===== src/rtl/dmairq_pkg.sv =====
package dmairq_pkg;

    // Number of interrupt lines the channels are split across.
    localparam int unsigned LINES = 2;

    // Line identity as selected by a channel's level bit.
    typedef enum logic {
        LINE_LO = 1'b0,
        LINE_HI = 1'b1
    } line_e;

endpackage


===== src/rtl/dmairq_prienc.sv =====
// Fixed-priority encoder: lowest index wins, output is index plus one,
// zero when the request vector is empty. Also returns the one-hot grant.
module dmairq_prienc #(
    parameter int unsigned N     = 16,
    parameter int unsigned OFS_W = 8
) (
    input  logic [N-1:0]     req,
    output logic [OFS_W-1:0] ofs,
    output logic [N-1:0]     gnt
);

    always_comb begin
        ofs = '0;
        gnt = '0;
        for (int i = N - 1; i >= 0; i--) begin
            if (req[i]) begin
                ofs = OFS_W'(i + 1);
                gnt = N'(1) << i;
            end
        end
    end

endmodule


===== src/rtl/dmairq_flags.sv =====
// Flag bank and sticky completion indicator. Set has priority over clear.
module dmairq_flags #(
    parameter int unsigned N = 16
) (
    input  logic         clk,
    input  logic         rst_n,
    input  logic [N-1:0] set_vec,
    input  logic [N-1:0] clr_vec,
    input  logic         tc_set,
    input  logic         tc_clr,
    output logic [N-1:0] flags_q,
    output logic         tc_q
);

    typedef struct packed {
        logic [N-1:0] flag;
        logic         tc;
    } bank_t;

    bank_t st_d, st_q;

    always_comb begin
        st_d      = st_q;
        st_d.flag = (st_q.flag & ~clr_vec) | set_vec;
        st_d.tc   = (st_q.tc & ~tc_clr) | tc_set;
    end

    always_ff @(posedge clk) begin
        if (!rst_n) begin
            st_q <= '0;
        end else begin
            st_q <= st_d;
        end
    end

    assign flags_q = st_q.flag;
    assign tc_q    = st_q.tc;


    flag_needs_set_chk: assert property (@(posedge clk) disable iff (!rst_n)
        ((flags_q & ~$past(flags_q) & ~$past(set_vec)) == '0));


    clear_lands_chk: assert property (@(posedge clk) disable iff (!rst_n)
        (|(clr_vec & ~set_vec)) |=> ((flags_q & $past(clr_vec & ~set_vec)) == '0));


    set_beats_clear_chk: assert property (@(posedge clk) disable iff (!rst_n)
        (|(clr_vec & set_vec)) |=>
            ((flags_q & $past(clr_vec & set_vec)) == $past(clr_vec & set_vec)));


    tc_sticky_chk: assert property (@(posedge clk) disable iff (!rst_n)
        (tc_q && !tc_clr) |=> tc_q);


    tc_sets_chk: assert property (@(posedge clk) disable iff (!rst_n)
        tc_set |=> tc_q);

endmodule


===== src/rtl/dma_irq_offset_enc.sv =====
module dma_irq_offset_enc
    import dmairq_pkg::*;
#(
    parameter int unsigned NUM_CH = 16,
    parameter int unsigned OFS_W  = 8
) (
    input  logic              clk,
    input  logic              rst_n,
    input  logic [NUM_CH-1:0] done_evt,
    input  logic [NUM_CH-1:0] done_ien,
    input  logic [NUM_CH-1:0] lvl_sel,
    input  logic [LINES-1:0]  ofs_rd,
    input  logic              flag_wr_en,
    input  logic [NUM_CH-1:0] flag_wr_data,
    input  logic              tc_wr_en,
    input  logic              tc_wr_data,
    output logic [OFS_W-1:0]  line0_ofs,
    output logic [OFS_W-1:0]  line1_ofs,
    output logic [LINES-1:0]  irq_line,
    output logic [NUM_CH-1:0] irq_flags,
    output logic              pend,
    output logic              tc_flag
);

    logic [NUM_CH-1:0] flags_q;
    logic              tc_q;
    logic [NUM_CH-1:0] set_vec;
    logic [NUM_CH-1:0] rd_clr;
    logic [NUM_CH-1:0] wr_clr;
    logic [NUM_CH-1:0] clr_vec;
    logic              tc_set;
    logic              tc_clr;

    logic [NUM_CH-1:0] line_vec [LINES];
    logic [NUM_CH-1:0] gnt_arr  [LINES];
    logic [OFS_W-1:0]  ofs_arr  [LINES];
    logic [NUM_CH-1:0] above_mask [LINES];

    // Per-line request masking and priority encoding.
    for (genvar l = 0; l < LINES; l++) begin : g_line
        assign line_vec[l] = flags_q &
            ((line_e'(l) == LINE_HI) ? lvl_sel : ~lvl_sel);

        dmairq_prienc #(
            .N     (NUM_CH),
            .OFS_W (OFS_W)
        ) u_enc (
            .req (line_vec[l]),
            .ofs (ofs_arr[l]),
            .gnt (gnt_arr[l])
        );

        assign irq_line[l] = |line_vec[l];

        // Channels with a lower index than the reported one.
        assign above_mask[l] = (NUM_CH'(1) << (ofs_arr[l] - OFS_W'(1))) - NUM_CH'(1);


        ofs_names_set_flag_chk: assert property (@(posedge clk) disable iff (!rst_n)
            (ofs_arr[l] != '0) |->
                (((line_vec[l] >> (ofs_arr[l] - OFS_W'(1))) & NUM_CH'(1)) != '0));


        ofs_highest_prio_chk: assert property (@(posedge clk) disable iff (!rst_n)
            (ofs_arr[l] != '0) |-> ((line_vec[l] & above_mask[l]) == '0));


        line_matches_ofs_chk: assert property (@(posedge clk) disable iff (!rst_n)
            irq_line[l] == (ofs_arr[l] != '0));


        read_clears_named_chk: assert property (@(posedge clk) disable iff (!rst_n)
            (ofs_rd[l] && (ofs_arr[l] != '0) && ((gnt_arr[l] & set_vec) == '0)) |=>
                ((flags_q & $past(gnt_arr[l])) == '0));
    end

    // Clear sources: acknowledge by offset read, and masked write of zeros.
    always_comb begin
        rd_clr = '0;
        for (int l = 0; l < LINES; l++) begin
            if (ofs_rd[l]) begin
                rd_clr = rd_clr | gnt_arr[l];
            end
        end
    end

    assign wr_clr  = flag_wr_en ? ~flag_wr_data : '0;
    assign clr_vec = rd_clr | wr_clr;
    assign set_vec = done_evt & done_ien;
    assign tc_set  = |done_evt;
    assign tc_clr  = tc_wr_en & ~tc_wr_data;

    dmairq_flags #(
        .N (NUM_CH)
    ) u_flags (
        .clk     (clk),
        .rst_n   (rst_n),
        .set_vec (set_vec),
        .clr_vec (clr_vec),
        .tc_set  (tc_set),
        .tc_clr  (tc_clr),
        .flags_q (flags_q),
        .tc_q    (tc_q)
    );

    assign line0_ofs = ofs_arr[0];
    assign line1_ofs = ofs_arr[1];
    assign irq_flags = flags_q;
    assign pend      = |flags_q;
    assign tc_flag   = tc_q;


    hi_flags_skip_lo_chk: assert property (@(posedge clk) disable iff (!rst_n)
        ((flags_q & ~lvl_sel) == '0) |-> !irq_line[0]);


    pend_has_offset_chk: assert property (@(posedge clk) disable iff (!rst_n)
        pend |-> ((line0_ofs != '0) || (line1_ofs != '0)));


    idle_lines_quiet_chk: assert property (@(posedge clk) disable iff (!rst_n)
        !pend |-> (irq_line == '0));

endmodule


===== config.mk =====
export PLATFORM = sky130hd
export DESIGN_NAME = dma_irq_offset_enc
export DESIGN_NICKNAME = d
export VERILOG_FILES = /design/src/rtl/dmairq_pkg.sv /design/src/rtl/dmairq_prienc.sv /design/src/rtl/dmairq_flags.sv /design/src/rtl/dma_irq_offset_enc.sv
export SDC_FILE = /design/constraint.sdc
export NUM_CORES = 1
export LEC_CHECK = 0
export ABC_AREA = 1
export BUFFER_PORTS_ARGS = -buffer_cell sky130_fd_sc_hd__clkbuf_2
export CORE_MARGIN = 2
export CORE_UTILIZATION = 46
export CTS_BUF_LIST = sky130_fd_sc_hd__clkbuf_4 sky130_fd_sc_hd__clkbuf_8
export DETAILED_ROUTE_END_ITERATION = 7
export HOLD_SLACK_MARGIN = 0.1
export PLACE_DENSITY = 0.84
export SLEW_MARGIN = 0
export SYNTH_ARGS = -nofsm -noshare
export SYNTH_HDL_FRONTEND = slang
export SYNTH_SLANG_ARGS = --single-unit

===== constraint.sdc =====
create_clock -name clk -period 1.8 [get_ports clk]
set_input_delay 0.36 -clock clk [delete_from_list [all_inputs] [get_ports clk]]
set_output_delay 0.36 -clock clk [all_outputs]
set_load 0.03 [all_outputs]

# Yosys cells after proc, flatten, opt, wreduce, memory -nomap -nowiden
# Index checks and enable logic that the tools add are counted.
# Widths: inputs -> output; s select.
[op_classes]
reduce_logical = 4
bitwise = 15
muxes = 67
[op_table]
columns = ["op", "n"]
rows = [
  ["$mux 16", 35],
  ["$mux 5", 32],
  ["$and 16x16->16", 4],
  ["$reduce_or 16->1", 4],
  ["$not 16->16", 3],
  ["$or 16x16->16", 3],
  ["$and 1x1->1", 2],
  ["$not 1->1", 2],
  ["$or 1x1->1", 1],
]
[totals]
elab_cells = 88
ff_bits = 17
output_inout_bits = 36
in_bits = 71

# Depth between registers and ports, before layout
[depth]
ltp_word = 25
depth_mapped = 14
mapped_depth_nobuf = 14

# Modules after synthesis
# From an unflattened synthesis, not the netlist that was laid out.
[hier_totals]
cells_unflattened = 461
area_unflattened_um2 = 2474.9
[by_module_without_submodules]
columns = ["mod", "n_inst", "area_per_inst_um2", "seq_area_each_um2", "cells_each"]
rows = [
  ["dma_irq_offset_enc", 1, 937.1, 0.0, 216],
  ["dmairq_prienc", 2, 434.2, 0.0, 79],
  ["dmairq_flags", 1, 669.4, 340.3, 87],
]

# Worst setup path after synthesis
# No wires, ideal clock.
[synth_timing]
path_type = "reg2out"
start = "register u_flags.st_q, in the netlist u_flags.flags_q[9]"
end = "output port line0_ofs[3]"
t_arrival_ns = 1.956
setup_slack_ns = -0.516
path_buffers = 0
required_time_ns = 1.440
path_stages_with_launch = 8
cell_sequence = "dfxtp_1 inv_2 or2_4 nand2_2 nor2_1 inv_2 nor3_1 nor4_1"
[synth_between]
elab_chain_cells = 11
[synth_rtl]
columns = ["element", "line", "text"]
rows = [
  ["start, declared", "dmairq_flags.sv:20", "bank_t st_d, st_q;"],
  ["start signal, assigned", "dmairq_flags.sv:32", "st_q <= st_d;"],
  ["$and 16x16->16", "dma_irq_offset_enc.sv:41", "assign line_vec[l] = flags_q &"],
  ["$mux 5 (10 in series)", "dmairq_prienc.sv:16", "if (req[i]) begin"],
  ["end, declared", "dma_irq_offset_enc.sv:17", "output logic [OFS_W-1:0] line0_ofs,"],
]
# No other way between the ends.

# Worst setup path in the final report
[layout_timing]
start = "register u_flags.st_q, in the netlist u_flags.flags_q[12]"
end = "output port line0_ofs[1]"
[layout_between]
elab_chain_cells = 14
[layout_rtl]
columns = ["element", "line"]
rows = [
  ["$and 16x16->16", "dma_irq_offset_enc.sv:41"],
  ["$mux 5 (13 in series)", "dmairq_prienc.sv:16"],
]
# No other way between the ends.

==> summary.txt <==
Maximum vdd drop - 0.572 mV
Final hold vios - 0
Vias in the first global route - 2421
Routed wire length - 7170 um
Total of max-cap violations - 0
I/O pins - 107
Netlist Area Pre-Place - 1850 um2
Drc violations - 0
Layout Nets - 522
CTS tree - done
Final Non-Filler Cells - 500
Largest cells by area after synthesis - dfxtp_1, nand2_1, nor2_1
Share of cells above drive strength 1 - 53.3%
Worst endpoint required time - 1440 ps
Worst setup margin - -152 ps
Netlist cell types - 36
Maximum clock path buffer count - 2
Root buffer cell - clkbuf_8
Largest area contributor in the netlist - dfxtp_1
Crit end category - output pin
Hpwl dp - 5680 um
Fillers - 298
Initial core utilization - 47.0%
Min-delay worst type - input pin to register
Worst-margin pin slew - 549 ps
Leakage - 0.00164 uW
Core area - 3940 um2
Design area - 3090 um2
Port-buffer cells - 100
Worst-Skew Late Latency - 240 ps
Top FF cell, synth - dfxtp_1
Status - complete, but fails checks
Initial DRC Count - 182
Chip Height - 67.5 um
Largest net degree at the start of global routing - 17
Pwr Total - 1690 uW
EDFF count, synth - 0
Power Dens Cells - 546 nW/um2
Synthesis Warnings - 0
Syn Area/Cell - 6.12 um2
Max Slew Vio Count - 0
Cells after synthesis - 303
RSZ-0062 raised after global routing - yes
CP max FO - 4
Row Count - 23
Endpoints failing setup - 9
Placed insts - 485
Antenna Cells - 0
CP Data Arrival Time - 1590 ps
Sequential Area - 367 um2
CTS buffer count - 3
Failing checks - negative setup slack
Placer Congestion - 0.978
First-pass GRT wire length - 10800 um
Reg clk slew, reported paths - 60 ps
Vias/cell - 5.40
Vias - 2699
Critical path class - register to output pin
Htree depth - 1
Die area - 4550 um2
Fin crit share - 108%
Startpoint Class - register
Max-slew headroom - 63.4%
Achievable Freq - 512 MHz
Final min period - 1950 ps
Placed cell area - 2700 um2
Total GRT Usage - 31.4%
GRT overflow - 0
Detailed Routing Iterations Pass 1 - 5
Seq/Total Area, Yosys - 18.4%
Die W - 67.5 um
Drt wl/cell - 14.3 um
Share of Yosys cell area claimed by the top area cell type - 18.4%
FF+latch count, synth - 17
Asr flop ratio synth - 0%
Antenna violations before repair - 0
Skew final - 1.72 ps
Area used by multi-input combinational logic - 1510 um2
Sink Count - 17
Routed Antenna Nets - 0
Area grow syn2layout - 66.8%
power by group:
| part | switching (uW) | leakage, uW | internal (uW) |
|---|---|---|---|
| sequential | 40.7 | 0.000146 | 401 |
| combinational | 555 | 0.00146 | 409 |
| clock | 112 | 0.0000262 | 172 |
| total | 708 | 0.00164 | 981 |
metrics by stage:
step / hold slack (ps) / setup TNS [ps] / worst slack (ps) / utilization [%]
finish: 331 / -797 / -152 / 78.5
global route: 336 / -1760 / -227 / 78.5
CTS: 331 / -764 / -115 / 74.7
detailed placement: 594 / -73.7 / -30.9 / 68.5
global placement: 584 / -20.3 / -20.3 / 68.5
floorplan: 484 / 0 / 7.30 / -
state kept, by name (all words and copies together), names as in the netlist:
name,cells
u_flags.flags_q,16
u_flags.tc_q,1
layout make-up:
class / count / area share (%)
repair buffers: 146 / 30.7
clock buffers: 4 / 1.58
flip-flops and latches: 17 / 11.9
well taps: 50 / 2.02
multi-input cells: 243 / 48.9
inverters: 40 / 4.85
cells in the mapped netlist, types with 3 or more instances:
cell	instances
o2111ai_1	6
nand3_2	5
nor4_1	9
dfxtp_1	17
nor2_4	3
nand2_4	5
nand2_2	13
nor3_1	5
a21oi_1	24
nand2_1	76
nor2_1	33
nand3_1	17
nand4_1	14
buf_4	6
o21a_1	4
inv_1	28
inv_2	12
path summary, 6_finish.rpt:
kind / startpoint / to / slack (ps) / cells past startpoint
max: u_flags.flags_q[12] / line0_ofs[1] / -150 / 8
min: done_ien[0] / u_flags.flags_q[0] / 330 / 3
max reg2reg: u_flags.flags_q[9] / u_flags.flags_q[11] / 160 / 11
min reg2reg: u_flags.flags_q[4] / u_flags.flags_q[4] / 590 / 2
cell families after synthesis:
logic type	share of synthesized area, %
flops	18.4
simple gates	53.8
other cells	0.202
compound gates	16.7
buf+inv	11.0
worst max-delay path, cell delays in order (launching register included):
cell and delay, ps:
dfxtp_1 350, nand2_1 140, nand2_1 90, a21oi_1 170
o21bai_1 90, a21oi_1 160, nor2_1 70, nor2_2 100
clkbuf_8 170
metal layers:
metal  GRT usage, %  part of all wire (%)  vias up  wire [um]
li1               -                     -     1303          -
met1           40.9                    39     1189       2790
met2           52.7                    48      174       3420
met3           4.00                    10       33        733
met4           11.2                   3.1        0        224
met5              0                     0        -          0
cells in the final DEF, fill, tap and decap left out, types with 7 or more instances in the layout:
cell type	synthesis	layout
nand3_1	17	16
nand2_1	76	64
nand4_1	14	14
nand2_2	13	20
buf_4	6	46
a21oi_1	24	22
inv_1	28	26
inv_2	12	14
nor2_2	1	7
nand2_4	5	10
nor2_1	33	26
clkbuf_2	0	87
clkbuf_8	0	12
what timing repair did:
item,in CTS,in global routing
hold buffers,0,0
pin swaps,7,7
resized for setup,47,32
endpoints found under the setup margin,13,13
setup buffers,5,6
(Power assumes the default switching activity.)
